===== config.mk =====
export PLATFORM = sky130hd
export DESIGN_NAME = pcm_ring_tx
export DESIGN_NICKNAME = d
export VERILOG_FILES = /design/src/rtl/pcm_ring_pkg.sv /design/src/rtl/pcm_ring_ctrl.sv /design/src/rtl/pcm_ring_dp.sv /design/src/rtl/pcm_ring_tx.sv
export SDC_FILE = /design/constraint.sdc
export NUM_CORES = 1
export LEC_CHECK = 0
export BUFFER_PORTS_ARGS = -buffer_cell sky130_fd_sc_hd__buf_2
export CORE_AREA = 2 2 120 122
export DETAILED_ROUTE_END_ITERATION = 7
export DIE_AREA = 0 0 122 124
export PLACE_DENSITY = 0.46
export SKIP_CTS_REPAIR_TIMING = 1
export SYNTH_ARGS = -nofsm -noshare
export SYNTH_HDL_FRONTEND = slang
export SYNTH_SLANG_ARGS = --single-unit

===== constraint.sdc =====
create_clock -name clk -period 1.85 [get_ports clk]
set_clock_uncertainty 0.15 [all_clocks]
set_input_delay 0.37 -clock clk [delete_from_list [all_inputs] [get_ports clk]]
set_output_delay 0.37 -clock clk [all_outputs]
set_load 0.1 [all_outputs]

===== src/rtl/pcm_ring_pkg.sv =====
package pcm_ring_pkg;
  // Strobes from control to datapath, one cycle each
  typedef struct packed {
    logic loadMem;   // load shifter straight from read data
    logic loadNext;  // load shifter from prefetched word
    logic shift;     // advance one bit
    logic capture;   // latch read data into prefetch register
    logic clear;     // return shifter to idle
  } dpStrobe_t;
endpackage


===== src/rtl/pcm_ring_ctrl.sv =====
module pcm_ring_ctrl
  import pcm_ring_pkg::*;
#(
  parameter int ADDR_W   = 8,
  parameter int SAMPLE_W = 16,
  parameter int DIV      = 2
) (
  input  logic              clk,
  input  logic              rst_n,
  input  logic              ctlWe,
  input  logic              ctlRun,
  input  logic              clrLo,
  input  logic              clrHi,
  output logic              memRe,
  output logic [ADDR_W-1:0] memAddr,
  output logic              bclk,
  output logic              ws,
  output logic              irqLo,
  output logic              irqHi,
  output dpStrobe_t         strobe
);
  localparam int FRAME_BITS = 2 * SAMPLE_W;
  localparam int BIT_W      = $clog2(FRAME_BITS);
  localparam int DIV_W      = (DIV > 1) ? $clog2(DIV) : 1;
  localparam int HALF       = 2 ** (ADDR_W - 1);
  localparam int DEPTH      = 2 ** ADDR_W;

  typedef enum logic [1:0] {ST_IDLE, ST_LOAD, ST_RUN} state_t;

  state_t            state;
  logic              runQ;
  logic [ADDR_W-1:0] ptr;
  logic [DIV_W-1:0]  divCnt;
  logic [BIT_W-1:0]  bitCnt;
  logic              bclkQ, wsQ, capPend;
  logic              tick, fall, frameEnd;
  logic [BIT_W-1:0]  nextSlot;

  always_comb begin
    tick     = (state == ST_RUN) && (divCnt == DIV_W'(DIV - 1));
    fall     = tick && bclkQ;
    frameEnd = fall && (bitCnt == BIT_W'(FRAME_BITS - 1));
    nextSlot = bitCnt + 1'b1;
    memRe    = ((state == ST_IDLE) && runQ) || (state == ST_LOAD) || (frameEnd && runQ);
    strobe.loadMem  = (state == ST_LOAD);
    strobe.loadNext = frameEnd && runQ;
    strobe.shift    = fall && !frameEnd;
    strobe.capture  = capPend;
    strobe.clear    = frameEnd && !runQ;
  end

  assign memAddr = ptr;
  assign bclk    = bclkQ;
  assign ws      = wsQ;

  always_ff @(posedge clk or negedge rst_n) begin
    if (!rst_n) begin
      state   <= ST_IDLE;
      runQ    <= 1'b0;
      ptr     <= '0;
      divCnt  <= '0;
      bitCnt  <= '0;
      bclkQ   <= 1'b0;
      wsQ     <= 1'b0;
      capPend <= 1'b0;
      irqLo   <= 1'b0;
      irqHi   <= 1'b0;
    end else begin
      if (ctlWe) runQ <= ctlRun;
      capPend <= memRe && (state != ST_IDLE);

      if (strobe.clear)  ptr <= '0;
      else if (memRe)    ptr <= ptr + 1'b1;

      case (state)
        ST_IDLE: if (runQ) state <= ST_LOAD;
        ST_LOAD: state <= ST_RUN;
        default: if (frameEnd && !runQ) state <= ST_IDLE;
      endcase

      if (state != ST_RUN) begin
        divCnt <= '0;
        bclkQ  <= 1'b0;
        bitCnt <= '0;
        wsQ    <= 1'b0;
      end else if (tick) begin
        divCnt <= '0;
        bclkQ  <= ~bclkQ;
        if (fall) begin
          bitCnt <= nextSlot;
          wsQ    <= (nextSlot >= BIT_W'(SAMPLE_W - 1)) && (nextSlot <= BIT_W'(FRAME_BITS - 2));
        end
      end else begin
        divCnt <= divCnt + 1'b1;
      end

      if (memRe && ptr == ADDR_W'(HALF - 1))       irqLo <= 1'b1;
      else if (clrLo)                              irqLo <= 1'b0;
      if (memRe && ptr == ADDR_W'(DEPTH - 1))      irqHi <= 1'b1;
      else if (clrHi)                              irqHi <= 1'b0;
    end
  end
endmodule


===== src/rtl/pcm_ring_dp.sv =====
module pcm_ring_dp
  import pcm_ring_pkg::*;
#(
  parameter int SAMPLE_W = 16
) (
  input  logic                    clk,
  input  logic                    rst_n,
  input  dpStrobe_t               strobe,
  input  logic [2*SAMPLE_W-1:0]   memData,
  output logic                    sdata
);
  localparam int DATA_W = 2 * SAMPLE_W;

  logic [DATA_W-1:0] shiftQ, nextQ;

  always_ff @(posedge clk or negedge rst_n) begin
    if (!rst_n) begin
      shiftQ <= '0;
      nextQ  <= '0;
    end else begin
      if (strobe.capture) nextQ <= memData;
      if (strobe.clear)         shiftQ <= '0;
      else if (strobe.loadMem)  shiftQ <= memData;
      else if (strobe.loadNext) shiftQ <= nextQ;
      else if (strobe.shift)    shiftQ <= {shiftQ[DATA_W-2:0], 1'b0};
    end
  end

  assign sdata = shiftQ[DATA_W-1];
endmodule


===== src/rtl/pcm_ring_tx.sv =====
module pcm_ring_tx
  import pcm_ring_pkg::*;
#(
  parameter int ADDR_W   = 8,
  parameter int SAMPLE_W = 16,
  parameter int DIV      = 2
) (
  input  logic                  clk,
  input  logic                  rst_n,
  input  logic                  ctlWe,
  input  logic                  ctlRun,
  input  logic                  clrLo,
  input  logic                  clrHi,
  output logic                  memRe,
  output logic [ADDR_W-1:0]     memAddr,
  input  logic [2*SAMPLE_W-1:0] memData,
  output logic                  bclk,
  output logic                  ws,
  output logic                  sdata,
  output logic                  irqLo,
  output logic                  irqHi
);
  dpStrobe_t strobe;

  pcm_ring_ctrl #(.ADDR_W(ADDR_W), .SAMPLE_W(SAMPLE_W), .DIV(DIV)) u_ctrl (
    .clk(clk), .rst_n(rst_n), .ctlWe(ctlWe), .ctlRun(ctlRun),
    .clrLo(clrLo), .clrHi(clrHi), .memRe(memRe), .memAddr(memAddr),
    .bclk(bclk), .ws(ws), .irqLo(irqLo), .irqHi(irqHi), .strobe(strobe)
  );

  pcm_ring_dp #(.SAMPLE_W(SAMPLE_W)) u_dp (
    .clk(clk), .rst_n(rst_n), .strobe(strobe), .memData(memData), .sdata(sdata)
  );
endmodule


Yosys cells after proc, flatten, opt, wreduce, memory -nomap -nowiden --
Cells that the tools add are included.
Operators by class: add/sub/neg operators 3, $lt $le $gt $ge 2, equal/unequal tests 7, mux-type cells 23, bitwise operators 1, reductions and logical operators 26
Operator list (number):
- $mux 32 | 4
- $mux 8 | 2
- $mux 5 | 3
- $reduce_bool 2->1 | 6
- $logic_and 1x1->1 | 11
- $mux 1 | 11
- $add 8x1->8 const B | 1
- $eq 8x7->1 const B | 1
- $eq 8x8->1 const B | 1
- $add 5x1->5 const B | 1
- $eq 5x5->1 const B | 1
- $ge 5x4->1 const B | 1
- $le 5x5->1 const B | 1
- $mux 2 | 2
- $pmux 2 s2 | 1
- $reduce_and 2->1 | 2
- $reduce_bool 4->1 | 1
- $reduce_bool 3->1 | 1
- $eq 2x1->1 const B | 1
- $eq 2x2->1 const B | 1
- $logic_not 1->1 | 2
- $logic_not 2->1 | 1
- $logic_or 1x1->1 | 2
- $ne 2x1->1 const B | 1
- 3 further kinds | 3
Storage, ports and cells: register bits after elaboration 86, bits of input ports 38, output and inout port bits 14

Longest topological paths before layout --
word-level depth 10, depth in mapped cells 8

Modules after synthesis --
From an unflattened synthesis, not the netlist that was laid out.
Second synthesis, totals: cells, all modules 370, area total of the unflattened synthesis 4430.5 µm²
Modules (own cells, without submodules):
- pcm_ring_dp | times used 1, cells an instance 251, area each 3200.6 µm², seq. area each 1601.5 µm²
- pcm_ring_ctrl | times used 1, cells an instance 119, area each 1229.9 µm², seq. area each 550.5 µm²

Worst setup path after synthesis --
OpenSTA, ideal clock, no wires.
path type reg2reg, start reg u_ctrl.bclkQ (netlist: u_ctrl.bclk), end reg u_ctrl.ptr[3] (netlist: u_ctrl.memAddr[3]), setup time 0.171 ns, data arrival time 2.649 ns, path slack -1.120 ns, cell stages (with the launch flop) 5, cells stage by stage dfrtp_1 -> nand4b_2 -> a21oi_2 -> nand4_1 -> mux2i_1
Between the ends: cells in the longest elaborated chain, start to end 5, elaborated cells between the ends (all ways) 7
RTL lines:
- start, declared | RTL line pcm_ring_ctrl.sv:35 | logic bclkQ, wsQ, capPend;
- start signal, assigned | RTL line pcm_ring_ctrl.sv:88 | bclkQ <= ~bclkQ;
- $logic_and 1x1->1 | RTL line pcm_ring_ctrl.sv:41 | fall = tick && bclkQ;
- $logic_and 1x1->1 | RTL line pcm_ring_ctrl.sv:42 | frameEnd = fall && (bitCnt == BIT_W'(FRAME_BITS - 1));
- $logic_and 1x1->1 | RTL line pcm_ring_ctrl.sv:44 | memRe = ((state == ST_IDLE) && runQ) || (state == ST_LOAD) || (frameEnd && runQ);
- $logic_or 1x1->1 | RTL line pcm_ring_ctrl.sv:44
- net memRe | RTL line pcm_ring_tx.sv:14 | output logic memRe,
- $reduce_bool 2->1 (no line)
- end signal, assigned | RTL line pcm_ring_ctrl.sv:73 | else if (memRe) ptr <= ptr + 1'b1;
- end, declared | RTL line pcm_ring_ctrl.sv:32 | logic [ADDR_W-1:0] ptr;
The timed path passes the listed nets, and every way through them passes these cells. A chain may end at the register's enable or synchronous reset.

Worst setup path in the final report --
start reg u_ctrl.bitCnt[1], end out memRe
Between the ends: cells in the longest elaborated chain, start to end 4
RTL lines:
- start, declared | RTL line pcm_ring_ctrl.sv:34 | logic [BIT_W-1:0] bitCnt;
- start signal, assigned | RTL line pcm_ring_ctrl.sv:90 | bitCnt <= nextSlot;
- $eq 5x5->1 | RTL line pcm_ring_ctrl.sv:42
- $logic_and 1x1->1 | RTL line pcm_ring_ctrl.sv:42
- $logic_and 1x1->1 | RTL line pcm_ring_ctrl.sv:44
- $logic_or 1x1->1 | RTL line pcm_ring_ctrl.sv:44
- end, declared | RTL line pcm_ring_tx.sv:14
No other way between the ends.

==> metrics.txt <==
Post-Syn Nets 406; worst-path cell chain ha_2 > and3_4 > ha_4 > nand4b_4 > a21oi_4 > buf_12; Most used DFF post-synth dfrtp_1; Int Power 4.45 mW; synthesized area per cell 11.2 µm²; part of the power in registers between 40% and 50%; Tot Pwr a little under 7 mW; first-pass GRT wire length 16,000 µm; Worst-path clk slew 0.06 ns; EDFF count, synth 0; Via density 4.88; cell area after layout ~5100 µm²; cell total after placement 592; final-stage net count ~470; Power Density 1350 nW/µm²; Seq/Total Area, Yosys between 50 and 60%; core area 13,700 µm²; detailed router's first-iteration violation count between 150 and 200; worst skew pair latency 0.34 ns; worst path required time between 1 and 1.5 ns; IO Pins 52; Worst setup SP type flop; vias in the first global route 3,169; worst-margin pin slew 0.493 ns; CP max stage cell dfrtp_1; Clock Tree Root clkbuf_16; Detail Placement HPWL 6100 µm; Setup TNS -1.85 ns; Pleak between 2 and 2.5 nW; unrepaired setup endpoints after global routing true; synth unique cells 40; dpl cell area 4720 µm²; CTS tree yes; Crit Path Category flop to output port; Die ar. 15,100 µm²; Final Core Density ~37%; Sw Share between 30% and 40%; crit share post-route 122%; initial core utilization 29.5%; clk buf depth 2; die width 122 µm; Logic pwr share a little under a third; async set-reset flop share out of synthesis 100%; status complete, but fails checks; # clock sinks 86; first-pass iteration count of the detailed router 4; # rows 43; maximum fanout along the worst path 3; #FFs+latches synth 86; share of layout cells above drive strength 1 30.7%; antenna violations before repair 1; failing checks setup timing; via count 2,974; Die H 124 µm; Relative slew margins between 60% and 70%; FMAX 443 MHz; Synth warnings 0; Cells after Synth around 360; post-route ant nets 0; largest net degree at the start of global routing 33; Hold Crit Class input port to flop; CTS Buf Count 9; Tmin final approximately 2.3 ns; Worst Setup End Kind output port; Max Slew Vio Count 0; Final Setup Violations 25; Hold Fails Final Rpt 0; final wirelength approximately 9500 µm; GRT Total Usage 13.9%; # DRC 0; grt ovf 0; synthesized cell area 4050 µm²; NetSw 2.37 mW; pre-CTS WS -0.0879 ns; CP arrival 1.74 ns; clock network fraction of design power 24.9%; Fin Hold WS 0.0718 ns; area grow syn2layout 24.8%; Inserted Diodes 0; fin worst setup slack -0.408 ns; Max VDD drop slightly above 0.0009 V; PortBufs 51; H-tree depth 3; Max Cap Viol 0; fin cells 610; average wire per standard cell 15.5 µm; max incr delay on CP between 0.3 and 0.4 ns; global placement routability congestion around 0.74
==> layout make-up <==
class,instances,area (µm²)
Clock buffer,12,246
Clock inverter,4,31.3
Fill cell,1406,8660
Inverter,6,22.5
Multi-Input combinational cell,246,1810
Sequential cell,86,2160
Tap cell,180,225
Timing Repair Buffer,76,561
==> worst max-delay path: cells and delay by family (launching register included) <==
kind,cells,cell delay (ns)
AO/OA/AOI/OAI,1,0.21
adder cells (fa/ha/maj),2,0.32
buffers and inverters,1,0.19
flip-flops,1,0.36
AND/OR/NAND/NOR,2,0.31
==> sequential cells by signal (all words and copies together), names as in the netlist <==
name            cells
u_dp.nextQ         32
u_dp.shiftQ        32
u_ctrl.memAddr      8
u_ctrl.bitCnt       5
u_ctrl.state        2
u_ctrl.bclk         1
u_ctrl.capPend      1
u_ctrl.divCnt       1
u_ctrl.irqHi        1
u_ctrl.irqLo        1
u_ctrl.runQ         1
u_ctrl.ws           1
==> power groups by stage <==
stage               Sequential [mW]  Clock, mW  Combinational, mW
global route                   3.15       1.87               2.30
CTS                            3.05       1.78               2.07
finish                         3.04       1.70               2.08
global placement               3.06          0               2.01
floorplan                      3.36          0               1.14
detailed placement             3.08          0               2.07
==> cells in the mapped netlist, types with 2 or more instances <==
master    count  share of area [%]
a211oi_1      2               0.37
a21oi_1      33                4.1
a221oi_1      2               0.43
and3_1        2               0.31
buf_1         3               0.28
buf_12        2               0.99
buf_2         2               0.25
clkbuf_1     16                1.5
dfrtp_1      86                 53
ha_1          5                1.5
inv_1         6               0.56
mux2_1        9                2.5
mux2_2       24                6.7
mux2i_1      36                8.9
nand2_1      14                1.3
nand2b_1      3               0.46
nand3_1       4               0.49
nand4_1       3               0.46
nor2_1       49                4.5
nor2b_1       2               0.31
o21ai_0       3               0.37
o22ai_1      33                5.1
xnor2_1       6                1.3
xor2_1        2               0.43
==> routing by layer <==
layer  global-route usage, %  vias to the layer above  routed length (µm)
li1                        -                     1422                   -
met1                    17.2                     1481                4270
met5                       0                        -                  13
met3                    4.76                       12                 516
met4                    3.88                        2                 104
met2                    23.1                       57                4570
==> cells by family (layout without fill, tap and decap cells) <==
logic type,after synthesis,in the layout,share of synthesized area (%)
buf+inv,31,98,4.20
simple gates,85,85,9.63
compound gates,79,79,11.7
mux,69,69,18.1
xor+xnor,8,8,1.73
fa+ha+maj,5,5,1.54
flops,86,86,53.1
==> path summary, 6_finish.rpt <==
path                                  startpoint               to  slack, ns  cells past startpoint
worst min register to register    u_dp.nextQ[29]   u_dp.nextQ[29]       0.34                      1
min in group asynchronous                  rst_n   u_dp.nextQ[31]       0.38                      2
max in group asynchronous                  rst_n    u_dp.nextQ[6]       0.66                      3
worst min-delay path                       clrLo     u_ctrl.irqLo       0.07                      2
worst max register to register  u_ctrl.bitCnt[1]  u_dp.shiftQ[15]      -0.09                      7
worst max-delay path            u_ctrl.bitCnt[1]            memRe      -0.41                      6
==> layout by cell type, fill, tap and decap left out, types with 3 or more instances in the layout <==
cell	Yosys	final
nand2b_1	3	3
mux2_2	24	24
nor2_1	49	49
buf_2	2	48
nand4_1	3	3
dfrtp_1	86	79
inv_1	6	6
clkbuf_16	0	9
o22ai_1	33	33
mux2i_1	36	36
o21ai_0	3	3
buf_12	2	8
mux2_1	9	9
buf_4	0	17
a21oi_1	33	33
xnor2_1	6	6
nand3_1	4	4
dfrtp_2	0	6
nand2_1	14	14
No activity file was read; power rests on OpenSTA's default activity.
